==> src/rtl/param_access_unit.sv <==
module param_access_unit #(
  parameter int NCH = 8,
  parameter int AW  = 10,
  parameter int IW  = 8,
  localparam int CW = (NCH > 1) ? $clog2(NCH) : 1
) (
  input  logic          clk,
  input  logic          rst_n,
  input  logic          base_we,
  input  logic [CW-1:0] base_ch,
  input  logic [AW-1:0] base_wdata,
  input  logic          req,
  input  logic          req_wr,
  input  logic [CW-1:0] req_ch,
  input  logic [IW-1:0] req_idx,
  input  logic [1:0]    req_size,
  input  logic          req_sext,
  input  logic          pre_we,
  input  logic [31:0]   pre_d,
  output logic [31:0]   pre_q,
  output logic          rd_valid,
  output logic [31:0]   rd_data,
  output logic          ram_en,
  output logic          ram_we,
  output logic [3:0]    ram_be,
  output logic [AW-1:0] ram_addr,
  output logic [31:0]   ram_wdata,
  input  logic [31:0]   ram_rdata
);

  localparam logic [1:0] SZ_UPPER = 2'b01;
  localparam logic [1:0] SZ_LOW24 = 2'b10;

  logic [AW-1:0] base_q [NCH];
  logic [1:0]    land_size;
  logic          land_sext;
  logic [3:0]    lane_mask;

  always_ff @(posedge clk or negedge rst_n) begin
    if (!rst_n) begin
      for (int i = 0; i < NCH; i++) base_q[i] <= '0;
    end else if (base_we) begin
      base_q[base_ch] <= base_wdata;
    end
  end

  assign ram_addr  = base_q[req_ch] + AW'(req_idx);
  assign ram_en    = req;
  assign ram_we    = req & req_wr;
  assign ram_wdata = pre_q;

  always_comb begin
    case (req_size)
      SZ_UPPER: lane_mask = 4'b1000;
      SZ_LOW24: lane_mask = 4'b0111;
      default:  lane_mask = 4'b1111;
    endcase
  end

  assign ram_be = ram_we ? lane_mask : 4'b0000;

  always_ff @(posedge clk or negedge rst_n) begin
    if (!rst_n) begin
      rd_valid  <= 1'b0;
      land_size <= 2'b00;
      land_sext <= 1'b0;
    end else begin
      rd_valid <= req & ~req_wr;
      if (req & ~req_wr) begin
        land_size <= req_size;
        land_sext <= req_sext;
      end
    end
  end

  always_comb begin
    case (land_size)
      SZ_UPPER: rd_data = {ram_rdata[31:24], pre_q[23:0]};
      SZ_LOW24: rd_data = {land_sext ? {8{ram_rdata[23]}} : 8'h00, ram_rdata[23:0]};
      default:  rd_data = ram_rdata;
    endcase
  end

  always_ff @(posedge clk or negedge rst_n) begin
    if (!rst_n)        pre_q <= '0;
    else if (rd_valid) pre_q <= rd_data;
    else if (pre_we)   pre_q <= pre_d;
  end

endmodule

==> config.mk <==
export PLATFORM = sky130hd
export DESIGN_NAME = param_access_unit
export DESIGN_NICKNAME = d
export VERILOG_FILES = /design/src/rtl/param_access_unit.sv
export SDC_FILE = /design/constraint.sdc
export NUM_CORES = 1
export LEC_CHECK = 0
export ABC_CLOCK_PERIOD_IN_PS = 8500
export BUFFER_PORTS_ARGS = -buffer_cell sky130_fd_sc_hd__buf_2
export CAP_MARGIN = 20
export CORE_UTILIZATION = 34
export DETAILED_ROUTE_END_ITERATION = 10
export SLEW_MARGIN = 40
export SYNTH_ARGS = -nofsm -noshare
export SYNTH_HDL_FRONTEND = slang
export SYNTH_SLANG_ARGS = --single-unit
==> constraint.sdc <==
create_clock -name clk -period 8.5 [get_ports clk]
set_input_delay 0.85 -clock clk [delete_from_list [all_inputs] [get_ports clk]]
set_output_delay 0.85 -clock clk [all_outputs]
set_load 0.1 [all_outputs]
==> impl_metrics.csv, run 1 <==
group,metric,value,unit
place,place_area,7226,um^2
pwr,power_density,343.6,nW/um^2
clock_tree,cts-resized-gates,0,
synthesis,synth-seq-cells,116,
critical_path,cp-start-kind,"primary input",
detailed_routing,drt_iter0_drc,179,
die,row_count,49,
timing,finalSetupTns,0,ns
critical_path,critPathKind,"in -> out",
clock_tree,cts_tree,"done",
global_routing,grt_max_degree,89,
global_routing,grt_pass1_wl,25520,um
detailed_routing,wl,16740,um
die,dieArea,18850,um^2
synthesis,syn_area,6225,um^2
critical_path,cp_max_fo,20,
place,gp_congestion,0.8297,
clock_tree,cts_buffers,17,
final_layout,fillers,1696,
synthesis,synth_cell_types,39,
final_layout,fin_area,7780,um^2
flow_run,max_cap_viol_count,0,
final_layout,final_core_util,43.31,%
global_routing,antenna_found_initial,2,
place,dp.cells,868,
timing,fin_crit,5.013,ns
status,status,"complete, no violations",
timing,fmax,0.1995,GHz
clock_tree,cts_setup_buffers,0,
global_routing,grt_pass1_vias,4615,
clock_tree,clock_tree.buffer_depth,2,
timing,fin_crit_sh,58.98,%
pwr,p_leak,3.774,nW
synthesis,ys.flop_type,"dfrtp_1",
final_layout,fin_cells,902,
place,io_buffers,209,
clock_tree,clk-insertion-delay-late,0.41,ns
clock_tree,clock_sinks,116,
critical_path,required,7.65,ns
synthesis,synth_fp_nets,601,
synthesis,avgSynthCellArea,12.63,um^2
die,io_pins,210,
timing,rsz0062_at_grt,"false",
timing,slew_headroom,42.91,%
pwr,ir_drop,0.0002656,V
timing,setup_violations,0,
synthesis,synth_edf_count,0,
synthesis,synth_seq_area_share,46.63,%
die,die_h,137.3,um
clock_tree,clockRootBuffer,"clkbuf_16",
synthesis,postSynthCellCount,493,
synthesis,ys.warnings.count,0,
detailed_routing,wl_per_cell,18.55,um
detailed_routing,drtPass1Iterations,4,
detailed_routing,vias_per_cell,5.169,
worst_hold_path,hp-class,"in -> async",
timing,setup_ws,3.487,ns
final_layout,drive_gt1_share,52.08,%
timing,tightest_slew,0.8538,ns
critical_path,critical_path.endpoint_type,"output port",
die,die_w,137.3,um
detailed_routing,ant_nets,0,
place,dp_hpwl,12100,um
critical_path,critical_path_arrival,4.16,ns
final_layout,area_growth,24.98,%
final_layout,layout_commonest_cell,"buf_2",
die,start_util,34.65,%
global_routing,grt_usage,18.55,%
timing,hold_ws,0.3531,ns
detailed_routing,post-route-drc-count,0,
timing,skew,0.008861,ns
synthesis,ys_async_sr_fraction,100.0,%
global_routing,grt_overflow,0,
place,pre_cts_slack,3.460,ns
clock_tree,holdBufCountCts,0,
detailed_routing,vias,4662,
pwr,power,2.673,mW
timing,final-max-slew-violation-count,0,
final_layout,fin_nets,768,
die,coreArea,17960,um^2
final_layout,final_cell_mix,"buf_2 (207), dfrtp_1 (115), mux2_2 (88)",
clock_tree,cts_max_level,4,
timing,hold_viol_final,0,
clock_tree,cts.clk_slew.worst_paths,0.06,ns
-- per-layer routing --
metal	up-vias	global-route usage, %	wire length [um]
met4	2	8.974	508
li1	2100	-	-
met1	2336	22.56	6830
met2	195	29.99	8294
met5	-	0	13
met3	29	5.519	1087
-- path summary, 6_finish.rpt --
path                         startpoint           to  slack [ns]  depth (start not counted)
setup / recovery              req_ch[0]  ram_addr[8]        3.49                         12
hold / removal                    rst_n     rd_valid        0.35                          1
setup reg to reg           land_size[0]    pre_q[21]        6.56                          6
hold reg to reg              base_q[29]   base_q[29]        0.50                          1
max in group asynchronous         rst_n   base_q[21]        7.07                          2
min in group clk             base_q[29]   base_q[29]        0.50                          1
-- flip-flops by register name (all words and copies together), names as in the netlist --
signal,count
base_q,80
land_sext,1
land_size,2
pre_q,32
rd_valid,1
-- kinds of logic after synthesis --
| group | Yosys count | synth area share (%) |
|---|---|---|
| AO/OA/AOI/OAI | 80 | 8.643 |
| XOR/XNOR | 8 | 1.126 |
| adder cells (fa/ha/maj) | 11 | 2.332 |
| buffers and inverters | 74 | 6.915 |
| flip-flops | 116 | 46.63 |
| multiplexers | 143 | 29.47 |
| AND/OR/NAND/NOR | 61 | 4.885 |
-- worst max-delay path: stages --
cell and delay, ns:
buf_2 0.53, mux4_1 0.63, mux2_2 0.28, ha_1 0.21, inv_1 0.07, fa_1 0.20
nor2b_1 0.05, o21ai_0 0.21, a21boi_0 0.17, o41ai_1 0.35, xor2_1 0.16, buf_2 0.43
-- layout make-up --
type,count,area (um^2),area share (%)
Antenna cell,1,2.502,0.03216
Multi-Input combinational cell,303,2922,37.55
Sequential cell,116,2907,37.36
Clock inverter,6,55.05,0.7076
Inverter,8,30.03,0.3860
Tap cell,229,286.5,3.683
Clock buffer,25,475.5,6.111
Timing Repair Buffer,214,1102,14.17
-- power by group --
group	internal (mW)	switching (mW)
registers	0.662	0.0681
clock network	0.412	0.239
logic	0.282	1.01
-- cells in the mapped netlist (6+ instances only) --
cell,count,area share (%)
a21o_1,9,1.1
a22o_1,24,3.4
buf_2,11,0.88
buf_4,35,4.2
clkbuf_1,14,0.84
dfrtp_1,116,47
ha_1,10,2.0
inv_1,8,0.48
mux2_2,88,16
mux2i_1,34,5.5
mux4_1,8,3.4
mux4_2,12,4.3
nand2_1,36,2.2
o21ai_0,36,2.9
xnor2_1,6,0.84
No activity file was read; power rests on OpenSTA's default activity.
==> inputs of run 2 (changes only) <==
ABC_AREA = 1   (was not set)
ABC_CLOCK_PERIOD_IN_PS = 4200   (was 8500)
clock period = 4.2 ns   (was 8.5 ns; I/O delays follow)
==> run 2 against run 1 <==
Net effect: clock power increased by 130%; final area increased by 0.72%; total power increased by 94%; synthesized area increased by 0.94%; register-to-register slack got worse by 4.2 ns; count of clock-buffer cells in the layout decreased by 4; highest routed layer is now met4; setup slack got worse by 2.7 ns; sequential share of layout area decreased by 0.32 points; wire length increased by 15%.
==> impl_metrics.csv, run 2 <==
group,metric,value,unit
status,status,"complete, no violations",
clock_tree,cts_max_level,4,
global_routing,grt_usage,21.20,%
critical_path,cp_max_fo,40,
synthesis,postSynthCellCount,805,
synthesis,syn_area,6284,um^2
clock_tree,cts_buffers,17,
detailed_routing,vias,5959,
critical_path,reg2reg_slack,2.37,ns
global_routing,grt_overflow,0,
synthesis,yosysTopAreaCell,"dfrtp_1",
timing,finalSetupTns,0,ns
final_layout,multi_input_area,2629,um^2
die,die_w,137.9,um
synthesis,synth_cell_types,28,
detailed_routing,drtPass1Iterations,5,
timing,fmax,0.2919,GHz
final_layout,area_growth,24.71,%
place,dp_hpwl,13360,um
critical_path,r2r-start,"land_size[1]",
critical_path,cp-start-kind,"primary input",
critical_path,crit_start,"req_ch[0]",
final_layout,regArea,2903,um^2
pwr,clkPwrFrac,28.8,%
synthesis,synth_area_leaders,"dfrtp_1 (46%), nand2_1 (10%), o21ai_0 (8.8%)",
die,dieArea,19030,um^2
final_layout,top_regs,"base_q x80, pre_q x32, land_size x2",
pwr,p_seq_share,27.7,%
pwr,ir_drop,0.0005230,V
synthesis,synth_edf_count,0,
timing,setup_ws,0.7743,ns
global_routing,grt_pass1_vias,5552,
global_routing,grt_max_degree,68,
timing,skew,0.007507,ns
clock_tree,clock_tree.buffer_depth,2,
die,io_pins,210,
final_layout,antenna_cells,0,
detailed_routing,drt_iter0_drc,344,
pwr,power_frac_comb,43.5,%
timing,fin_crit_sh,81.56,%
final_layout,largest_reg_flops,80,
timing,final-max-slew-violation-count,0,
timing,rsz0062_at_grt,"false",
clock_tree,clock_sinks,116,
worst_hold_path,hp-class,"in -> async",
final_layout,largest-register,"base_q",
synthesis,ys.warnings.count,0,
detailed_routing,wl_per_cell,16.01,um
synthesis,netlist_top_cells_count,"nand2_1 (169), dfrtp_1 (116), o21ai_0 (110)",
final_layout,fillers,1857,
place,place_area,7224,um^2
place,gp_congestion,0.8643,
critical_path,required,3.78,ns
critical_path,path_cells,"buf_2 > buf_4 > o21ai_0 > o22ai_1 > nand2_1 > nand2_1 > ha_1 > inv_1 > fa_1 > o21ai_1 > nand3_1 > nand2_1 > xor2_1 > buf_2",
synthesis,synth-seq-cells,116,
clock_tree,holdBufCountCts,0,
critical_path,critPathKind,"in -> out",
timing,hold_ws,0.02403,ns
clock_tree,cts-resized-gates,0,
clock_tree,cts_tree,"done",
synthesis,synth_fp_nets,913,
die,start_util,34.86,%
critical_path,slowest_stage,"buf_2",
pwr,switching_power,2.526,mW
final_layout,layout_commonest_cell,"buf_2",
pwr,power_density,661.0,nW/um^2
timing,slew_headroom,46.42,%
die,coreArea,18020,um^2
pwr,swShare,48.77,%
timing,setup_violations,0,
critical_path,critical_path_arrival,3.01,ns
timing,fin_crit,3.426,ns
die,die_h,137.9,um
pwr,power,5.180,mW
clock_tree,clk-insertion-delay-late,0.42,ns
clock_tree,clockRootBuffer,"clkbuf_16",
timing,tightest_slew,0.8038,ns
synthesis,synth_seq_area_share,46.20,%
pwr,p_int,2.654,mW
detailed_routing,post-route-drc-count,0,
detailed_routing,vias_per_cell,4.970,
synthesis,ys_async_sr_fraction,100.0,%
die,row_count,49,
place,pre_cts_slack,0.7705,ns
flow_run,max_cap_viol_count,0,
critical_path,path_common_cell,"nand2_1",
clock_tree,cts.clk_slew.worst_paths,0.06,ns
timing,hold_viol_final,0,
synthesis,synth.most_common_cell,"nand2_1",
global_routing,grt_pass1_wl,30230,um
critical_path,slowest_delay,0.44,ns
critical_path,crit_end,"ram_addr[6]",
synthesis,avgSynthCellArea,7.806,um^2
critical_path,r2r_end,"pre_q[21]",
critical_path,reg2reg_depth,6,
final_layout,final_cell_mix,"buf_2 (208), nand2_1 (168), dfrtp_1 (116)",
pwr,p_leak,3.987,nW
synthesis,synth_top_cell_area_share,46.20,%
clock_tree,cts_setup_buffers,0,
place,io_buffers,209,
detailed_routing,ant_nets,0,
final_layout,fin_nets,1065,
global_routing,antenna_found_initial,0,
critical_path,critical_path.endpoint_type,"output port",
detailed_routing,wl,19190,um
final_layout,fin_area,7836,um^2
synthesis,ys.flop_type,"dfrtp_1",
final_layout,drive_gt1_share,26.80,%
run 2: cell count changes in the layout (fill, tap and decap cells not counted), moves of 32 or more:
cell      before  now
mux2_2        88    1
nand2_1       36  168
o211ai_1       1   33
o21ai_1        0   59
inv_1          8   68
mux2i_1       34    0
nor2_1         5   58
nand3_1        0   42
o21ai_0       36  110
run 2: power groups by stage:
stage               clock [mW]  sequential (mW)  combinational [mW]
floorplan                    0             1.74                1.62
global route              1.57             1.46                2.38
finish                    1.49             1.44                2.25
detailed placement           0             1.45                2.26
global placement             0             1.46                2.24
CTS                       1.52             1.44                2.26
run 2: logic make-up (layout without fill, tap and decap cells):
group	count (synthesis)	after routing	share of synthesized area [%]
and+or+nand+nor	276	276	17.68
adders and majority gates	11	11	2.310
DFF	116	116	46.20
muxes	1	1	0.1792
AOI/OAI and AO/OA	236	236	20.49
xor gates and xnor gates	7	7	0.9757
buffers and inverters	158	323	12.17
run 2: layout make-up:
class                   count  share of cell area, %
inverters                  72                  3.449
clock buffers              21                  5.876
well taps                 229                  3.656
clock inverters            11                  1.932
multi-input cells         531                  33.55
repair buffers            219                  14.50
flip-flops and latches    116                  37.04
run 2: critical path, delay by kind of cell:
family / cells / cell delay, ns
AOI/OAI and AO/OA: 3 / 0.58
xor gates and xnor gates: 1 / 0.13
adders and majority gates: 2 / 0.56
buffers and inverters: 4 / 0.96
and+or+nand+nor: 4 / 0.33
run 2: worst min path at each step:
stage                          start          to  slack, ns  cells after the start
after floorplan                rst_n   base_q[0]       0.12                      0
after global placement    base_q[20]  base_q[20]       0.46                      2
after detailed placement  base_q[27]  base_q[27]       0.47                      2
after CTS                      rst_n  base_q[47]       0.05                      1
after global routing           rst_n  base_q[77]       0.06                      1
final                          rst_n  base_q[77]       0.02                      1
run 2: stage by stage:
step / std cells / utilization (%)
global placement: 1167 / 40.04
CTS: 1199 / 43.47
floorplan: 805 / -
global route: 1199 / 43.47
detailed placement: 1167 / 40.08
finish: 1199 / 43.47
run 2: routing by layer:
layer / routed length (um) / track usage [%] / part of all wire (%) / vias to the layer above
li1: - / - / - / 2946
met1: 8040 / 26.43 / 42 / 2746
met2: 9120 / 33.92 / 48 / 234
met3: 1478 / 7.164 / 7.7 / 33
met4: 554 / 7.729 / 2.9 / 0
met5: 0 / 0 / 0 / -
